### src/rtl/hrx_pkg.sv
package hrx_pkg;

    localparam int BYTE_W = 8;

    typedef enum logic [1:0] {
        ST_GOOD  = 2'b00,
        ST_ABORT = 2'b01,
        ST_CHECK = 2'b10,
        ST_OVR   = 2'b11
    } frm_stat_e;

    typedef struct packed {
        logic [BYTE_W-1:0] data;
        logic              eop;
        frm_stat_e         stat;
    } slot_t;

    localparam slot_t SLOT_ZERO = '{data: '0, eop: 1'b0, stat: ST_GOOD};

endpackage

### src/rtl/hrx_store.sv
module hrx_store
    import hrx_pkg::*;
#(
    parameter int DEPTH = 64,
    parameter int AW    = $clog2(DEPTH),
    parameter int CW    = $clog2(DEPTH + 1)
) (
    input  logic             clk,
    input  logic             rst,
    input  logic             push,
    input  logic             pop,
    input  logic             flush,
    input  slot_t            wr_slot,
    output slot_t            head,
    output logic [CW-1:0]    fill,
    output logic [AW-1:0]    rd_ptr,
    output logic [DEPTH-1:0] eop_map
);

    slot_t             mem [DEPTH];
    logic [AW-1:0]     wr_ptr;
    logic [DEPTH-1:0]  eop_q;

    always_ff @(posedge clk) begin
        if (push) begin
            mem[wr_ptr] <= wr_slot;
        end
    end

    always_ff @(posedge clk) begin
        if (rst || flush) begin
            wr_ptr <= '0;
            rd_ptr <= '0;
            fill   <= '0;
            eop_q  <= '0;
        end else begin
            if (push) begin
                wr_ptr        <= wr_ptr + 1'b1;
                eop_q[wr_ptr] <= wr_slot.eop;
            end
            if (pop) begin
                rd_ptr <= rd_ptr + 1'b1;
            end
            case ({push, pop})
                2'b10:   fill <= fill + 1'b1;
                2'b01:   fill <= fill - 1'b1;
                default: fill <= fill;
            endcase
        end
    end

    assign head    = (fill == '0) ? SLOT_ZERO : mem[rd_ptr];
    assign eop_map = eop_q;

endmodule

### src/rtl/hrx_chunk_scan.sv
module hrx_chunk_scan #(
    parameter int DEPTH = 64,
    parameter int AW    = $clog2(DEPTH),
    parameter int CW    = $clog2(DEPTH + 1)
) (
    input  logic [AW-1:0]    rd_ptr,
    input  logic [CW-1:0]    fill,
    input  logic [DEPTH-1:0] eop_map,
    output logic [CW-1:0]    chunk_len,
    output logic             more
);

    logic [DEPTH-1:0] hit;

    // rotate the end-of-frame map so that position 0 is the head
    for (genvar g = 0; g < DEPTH; g++) begin : g_rot
        logic [AW-1:0] idx;
        assign idx    = rd_ptr + AW'(g);
        assign hit[g] = eop_map[idx] && (CW'(g) < fill);
    end

    always_comb begin
        logic found;
        found     = 1'b0;
        chunk_len = fill;
        for (int i = 0; i < DEPTH; i++) begin
            if (!found && hit[i]) begin
                found     = 1'b1;
                chunk_len = CW'(i + 1);
            end
        end
        more = (fill != '0) && !found;
    end

endmodule

### src/rtl/hrx_wm_flag.sv
module hrx_wm_flag #(
    parameter int CW      = 7,
    parameter int WM_INIT = 48
) (
    input  logic          clk,
    input  logic          rst,
    input  logic          wm_wr,
    input  logic [CW-1:0] wm_value,
    input  logic [CW-1:0] fill,
    output logic          high
);

    logic [CW-1:0] wm_q;

    always_ff @(posedge clk) begin
        if (rst) begin
            wm_q <= CW'(WM_INIT);
        end else if (wm_wr) begin
            wm_q <= wm_value;
        end
    end

    assign high = fill > wm_q;

endmodule

### src/rtl/hrx_pkt_fifo.sv
module hrx_pkt_fifo
    import hrx_pkg::*;
#(
    parameter int DEPTH   = 64,
    parameter int WM_INIT = 48,
    localparam int AW     = $clog2(DEPTH),
    localparam int CW     = $clog2(DEPTH + 1)
) (
    input  logic          clk,
    input  logic          rst,
    input  logic          wr_valid,
    input  logic          wr_sop,
    input  logic [7:0]    wr_data,
    input  logic          wr_eop,
    input  logic [1:0]    wr_stat,
    input  logic          rd_pop,
    output logic [7:0]    rd_data,
    output logic          rd_eop,
    output logic [1:0]    rd_stat,
    output logic [CW:0]   avail,
    input  logic          wm_wr,
    input  logic [CW-1:0] wm_value,
    output logic          high_wm,
    output logic          ovr_evt
);

    slot_t            head;
    slot_t            wr_slot;
    logic [CW-1:0]    fill;
    logic [AW-1:0]    rd_ptr;
    logic [DEPTH-1:0] eop_map;
    logic [CW-1:0]    chunk_len;
    logic             more;
    logic             drop_q;
    logic             full;
    logic             pop_ok;
    logic             accept;
    logic             overrun;
    logic             push;

    assign full    = (fill == CW'(DEPTH));
    assign pop_ok  = rd_pop && (fill != '0);
    assign accept  = wr_valid && (!drop_q || wr_sop);
    assign overrun = accept && full && !pop_ok;
    assign push    = accept && !overrun;

    assign wr_slot = '{data: wr_data, eop: wr_eop, stat: frm_stat_e'(wr_stat)};

    always_ff @(posedge clk) begin
        if (rst) begin
            drop_q  <= 1'b0;
            ovr_evt <= 1'b0;
        end else begin
            ovr_evt <= overrun;
            if (overrun) begin
                drop_q <= 1'b1;
            end else if (accept) begin
                drop_q <= 1'b0;
            end
        end
    end

    hrx_store #(.DEPTH(DEPTH), .AW(AW), .CW(CW)) u_store (
        .clk     (clk),
        .rst     (rst),
        .push    (push),
        .pop     (pop_ok),
        .flush   (overrun),
        .wr_slot (wr_slot),
        .head    (head),
        .fill    (fill),
        .rd_ptr  (rd_ptr),
        .eop_map (eop_map)
    );

    hrx_chunk_scan #(.DEPTH(DEPTH), .AW(AW), .CW(CW)) u_scan (
        .rd_ptr    (rd_ptr),
        .fill      (fill),
        .eop_map   (eop_map),
        .chunk_len (chunk_len),
        .more      (more)
    );

    hrx_wm_flag #(.CW(CW), .WM_INIT(WM_INIT)) u_wm (
        .clk      (clk),
        .rst      (rst),
        .wm_wr    (wm_wr),
        .wm_value (wm_value),
        .fill     (fill),
        .high     (high_wm)
    );

    assign rd_data = head.data;
    assign rd_eop  = head.eop;
    assign rd_stat = head.stat;
    assign avail   = {more, chunk_len};

endmodule

### config.mk
export PLATFORM = sky130hd
export DESIGN_NAME = hrx_pkt_fifo
export DESIGN_NICKNAME = d
export VERILOG_FILES = /design/src/rtl/hrx_pkg.sv /design/src/rtl/hrx_store.sv /design/src/rtl/hrx_chunk_scan.sv /design/src/rtl/hrx_wm_flag.sv /design/src/rtl/hrx_pkt_fifo.sv
export SDC_FILE = /design/constraint.sdc
export NUM_CORES = 1
export LEC_CHECK = 0
export BUFFER_PORTS_ARGS = -buffer_cell sky130_fd_sc_hd__buf_4
export CAP_MARGIN = 40
export CORE_MARGIN = 8
export CORE_UTILIZATION = 30
export DETAILED_ROUTE_END_ITERATION = 12
export PLACE_DENSITY_LB_ADDON = 0.3
export SLEW_MARGIN = 15
export SYNTH_ARGS = -nofsm -noshare
export SYNTH_HDL_FRONTEND = slang
export SYNTH_HIERARCHICAL = 1
export SYNTH_SLANG_ARGS = --single-unit
### constraint.sdc
create_clock -name clk -period 16.74 [get_ports clk]
set_input_delay 0.837 -clock clk [delete_from_list [all_inputs] [get_ports clk]]
set_output_delay 0.837 -clock clk [all_outputs]
set_load 0.03 [all_outputs]
# Word level (Yosys, flattened, before mapping)
# Memory sizes are Yosys's and may differ from the RTL's. A register that Yosys moved wholly into a read port is not among the register bits.
# Cells that the tools add are included.
[word_totals]
mem_bits_rw = 704
register_bits = 92
in_bits = 24
mem_count = 1
[mem_list]
columns = ["memory", "depth", "width", "rd", "rd_clocked_by_memory_dff", "write_ports", "line_no", "text"]
rows = [
  ["u_store.mem", 64, 11, 1, 1, 1, "hrx_store.sv:20", "slot_t mem [DEPTH];"],
]
[op_classes]
n_mux = 267
eq_ne = 3
n_lt_le_gt_ge = 131
reduce_logical = 207
add_sub_neg = 66
[op_table]
columns = ["operator", "count"]
rows = [
  ["< comparator 6 x 7 -> 1 bit (second input constant)", 65],
  ["2-to-1 mux 7 bit", 64],
  ["binary-select mux 1 bit (select 6 bit)", 64],
  ["< comparator 6 x 7 -> 1 bit (first input constant)", 32],
  ["adder 6 bit (second input constant)", 32],
  ["logical AND 1 bit", 134],
  ["2-to-1 mux 1 bit", 133],
  ["< comparator 5 x 7 -> 1 bit (first input constant)", 16],
  ["adder 6 x 5 -> 6 bit (second input constant)", 16],
  ["zero test 1 bit", 67],
  ["bitwise mux 64 bit", 1],
  ["< comparator 4 x 7 -> 1 bit (first input constant)", 8],
  ["adder 6 x 4 -> 6 bit (second input constant)", 8],
  ["< comparator 3 x 7 -> 1 bit (first input constant)", 4],
  ["adder 6 x 3 -> 6 bit (second input constant)", 4],
  ["< comparator 1 x 7 -> 1 bit (first input constant)", 2],
  ["< comparator 2 x 7 -> 1 bit (first input constant)", 2],
  ["one-hot mux 7 bit (2 select lines)", 1],
  ["adder 6 x 1 -> 6 bit (second input constant)", 2],
  ["adder 6 x 2 -> 6 bit (second input constant)", 2],
  ["2-to-1 mux 6 bit", 2],
  ["2-to-1 mux 11 bit", 1],
  ["adder 7 x 1 -> 7 bit (second input constant)", 1],
  ["== test 7 bit (second input constant)", 1],
  ["10 further kinds", 12],
]

# Logic depth before layout (Yosys ltp)
[depth]
ltp_word = 195
ltp_mapped = 23
depth_no_buf = 16

# Hierarchy
# Netlist, hierarchy kept.
[by_module_without_submodules]
columns = ["module", "area_per_inst_um2", "seq_area_each_um2", "n_inst", "cells_per_inst"]
rows = [
  ["hrx_store", 30696.9, 22922.0, 1, 1642],
  ["hrx_chunk_scan", 9251.4, 0.0, 1, 930],
  ["hrx_wm_flag", 412.9, 140.1, 1, 47],
  ["hrx_pkt_fifo", 157.7, 40.0, 1, 15],
]

# Worst setup path before layout
# No wires, ideal clock.
[synth_timing]
path_type = "register -> output"
from = "reg u_store.rd_ptr[1]"
to = "out avail[4]"
arrival_time_ns = 5.930
t_required_ns = 15.903
setup_slack_ns = 9.973
stages_incl_launch_ff = 21
path_cell_list = "dfxtp_1 > buf_4 > clkbuf_8 > clkbuf_1 > inv_1 > ha_1 > clkbuf_1 > buf_1 > mux4_2 > mux4_2 > mux4_2 > o211ai_1 > nand2_1 > nor4_2 > nand2_2 > or2_1 > buf_6 > or3_4 > a31o_1 > and2_1 > a21oi_1"
[synth_between]
elab_chain_cells = 193
word_cells_on_any_way = 508
[synth_lines]
columns = ["element", "line_no", "text"]
rows = [
  ["from (decl)", "hrx_store.sv:16", "output logic [AW-1:0] rd_ptr,"],
  ["from (signal assigned)", "hrx_store.sv:42", "rd_ptr <= rd_ptr + 1'b1;"],
  ["branches (longest 192 deep; another with adder 6 x 1 -> 6 bit)", "--", ""],
  ["2-to-1 mux 7 bit (*)", "hrx_chunk_scan.sv:27", "if (!found && hit[i]) begin"],
  ["to (decl)", "hrx_pkt_fifo.sv:20", "output logic [CW:0] avail,"],
]
# Every way passes the cells marked *. The select of a mux whose other input is x is not followed.

# Worst setup path after layout
[layout_timing]
from = "reg u_store.rd_ptr[1]"
to = "out avail[1]"
# Same word-level chain as after synthesis.

==> results_dict.tcl <==
set metrics [dict create \
    cts_buffers 84 \
    setup.worst_path.class "flop to primary output" \
    synth_ff_type "edfxtp_1" \
    synthArstFlopShare_pct 0 \
    dp_slack_ns 9.814 \
    setup_viol 0 \
    setup_tns_ns 0 \
    core_mm2 0.1348 \
    portBuffers 44 \
    cp_slowest_stage_delay_ns 0.63 \
    maxCapViolCount 0 \
    initial_core_util_pct 30.06 \
    finalWorstSetupSlack_ns 9.080 \
    r2r_setup_slack_ns 12.74 \
    finalCritPeriodShare_pct 45.76 \
    status "completed" \
    cts_tree "done" \
    clk_latency_ns 0.66 \
    min-delay-start "rst" \
    grt_pass1_vias 24730 \
    die_y_um 383.5 \
    grt_pass1_wl_um 178900 \
    drtIter0Drc 3079 \
    gp_congestion 0.9237 \
    yosys.area.top_type_share_pct 52.17 \
    setup.worst_path.end_class "primary output" \
    skew_ns 0.06088 \
    final_common_cell "edfxtp_1" \
    drt-wirelength-per-cell_um 26.79 \
    nNetsFinal 2752 \
    cts_num_sinks 802 \
    final_cell_mix "edfxtp_1 (704), mux4_2 (331), nand2_1 (166), a21oi_1 (156), nor2_1 (146)" \
    dr.pass1.iters 6 \
    synthDistinctLibCells 103 \
    fin_util_pct 34.17 \
    vdd_drop_max_v 0.00008314 \
    ant_nets 0 \
    place_hpwl_um 81680 \
    design_area_mm2 0.04606 \
    hp-class "input pin to flop" \
    die_x_um 383.5 \
    cts_resized 0 \
    gr-usage-all-layers_pct 16.13 \
    die-area_mm2 0.1471 \
    synth_nets 2687 \
    yosysSeqAreaShare_pct 57.02 \
    slew_headroom_pct 34.09 \
    critical_path.endpoint "avail[1]" \
    grt_max_degree 104 \
    hold_violations 0 \
    path_clk_slew_ns 0.07 \
    clk_path_buf_depth 3 \
    syn_to_final_growth_pct 13.67 \
    postPlaceCellArea_mm2 0.04338 \
    critPathMaxFanout 56 \
    regToRegEndpoint "u_store/fill[4]$_SDFFE_PP0P_" \
    post_cts_buffers 0 \
    worst_pin_slew_ns 0.9638 \
    cts-root-buf "clkbuf_16" \
    io-pin-count 45 \
    crit_required_ns 15.90 \
    crit_chain "buf_4 -> inv_1 -> ha_1 -> buf_4 -> mux4_2 -> nor4b_1 -> or4_1 -> mux2i_1 -> a211oi_1 -> a211oi_2 -> nand4_4 -> or2_1 -> nor4_4 -> a21boi_2 -> o31ai_1 -> a221oi_2 -> a31o_1 -> buf_4" \
    rsz0062_at_grt "no" \
    synth_enable_flop_cells 704 \
    synthTopCellsByArea "edfxtp_1 (52%), mux4_2 (18%), dfxtp_1 (4.8%), mux2i_1 (3.2%), a21oi_1 (1.9%)" \
    startpoint_type "flop" \
    leakagePower_nw 14.57 \
    syn_inst 2634 \
    ys_ff_latch 802 \
    period_needed_ns 7.660 \
    cts_max_level 3 \
    drc 0 \
    rows 135 \
    vias_per_cell 5.612 \
    reg2reg_depth 12 \
    drt_wl_total_um 121900 \
    r2r_start "u_store/fill[0]$_SDFFE_PP0P_" \
    synth.avg_cell_area_um2 15.38 \
    antenna_found_initial 1 \
    drive_gt1_share_pct 26.67 \
    slowest_stage "mux4_2" \
    synthesis.area_mm2 0.04052 \
    max_freq_mhz 130.5 \
    grt-ovfl-total 0 \
    crit_path_frequent_cell "buf_4" \
    cp.arrival_ns 6.82 \
    synth.largest_area_cell "edfxtp_1" \
    yosys_warnings 6 \
    power_density_mw_per_mm2 117.9 \
    finalMaxSlewViolations 0 \
    vias 25530 \
    cts_hold_buf 0 \
    cp-startpoint "u_store/rd_ptr[1]$_SDFFE_PP0P_" \
]
-- cells in the mapped netlist, types with 38 or more instances --
cell type and number:
nor2_1 169, mux2_2 38, edfxtp_1 704, mux2i_1 131, nand2_1 166, dfxtp_1 98, mux4_2 331, clkbuf_1 96
a21oi_1 156, xnor2_1 39, o21ai_0 110
-- report_power, final --
part / leakage (nW) / switching (mW) / internal (mW) / total, mW
Sequential: 7.13 / 0.0510 / 2.20 / 2.25
Clock: 1.31 / 0.794 / 1.01 / 1.80
Combinational: 6.13 / 0.845 / 0.538 / 1.38
-- cell families after synthesis --
logic type                 count (synthesis)  synth area share, %
AOI/OAI and AO/OA                        477                7.371
xor gates and xnor gates                  70                1.569
adders and majority gates                 29               0.8955
buffers and inverters                    212                2.674
DFF                                      802                57.02
muxes                                    524                24.25
and+or+nand+nor                          520                6.228
-- critical path, delay by kind of cell (launching register included) --
family	cells	cell delay, ns
compound gates	6	1.35
fa+ha+maj	1	0.36
buf+inv	4	1.47
flops	1	0.31
mux	2	0.94
simple gates	5	1.73
-- layer usage --
metal	GRT usage, %	share of wire, %	vias up
met5	0	0	-
met1	23.28	45	13500
met3	2.061	6.1	165
li1	-	-	10820
met4	3.562	2.2	0
met2	26.02	47	1042
-- metrics by stage --
stage	cells	total power [mW]	hold WS, ns
2_1_floorplan	2634	3.237	0.4593
3_5_place_dp	4394	3.669	0.4857
4_1_cts	4548	5.474	0.4024
5_1_grt	4548	5.638	0.4190
3_3_place_gp	4358	3.651	0.4809
6_report	4549	5.432	0.4310
-- flip-flops by register name, summed over array words and instances, names as in the netlist, named ones only --
signal,cells
drop_q,1
ovr_evt,1
u_store/eop_map,64
u_store/fill,7
u_store/mem,704
u_store/rd_ptr,6
u_store/wr_ptr,6
u_wm/wm_q,7
-- area by class of cell --
cell class                      instances  area, um2
Tap cell                             1781       2228
Multi-Input combinational cell       1620      16450
Timing Repair Buffer                  160       1468
Clock buffer                          111       2293
Inverter                               31      116.4
Antenna cell                            1      2.502
Clock inverter                         43      379.1
Sequential cell                       802      23120
Fill cell                           12950      88730
-- worst min path at each step --
| stage | end | slack [ns] | cells past startpoint |
|---|---|---|---|
| after floorplan | u_wm/wm_q[4]$_SDFFE_PP1P_ | 0.46 | 2 |
| after global placement | u_wm/wm_q[4]$_SDFFE_PP1P_ | 0.48 | 2 |
| after detailed placement | u_wm/wm_q[3]$_SDFFE_PP0P_ | 0.49 | 2 |
| after CTS | drop_q$_SDFFE_PP0P_ | 0.40 | 2 |
| after global routing | drop_q$_SDFFE_PP0P_ | 0.42 | 2 |
| final | drop_q$_SDFFE_PP0P_ | 0.43 | 2 |
Note: power is estimated with default switching activity, not from simulation.
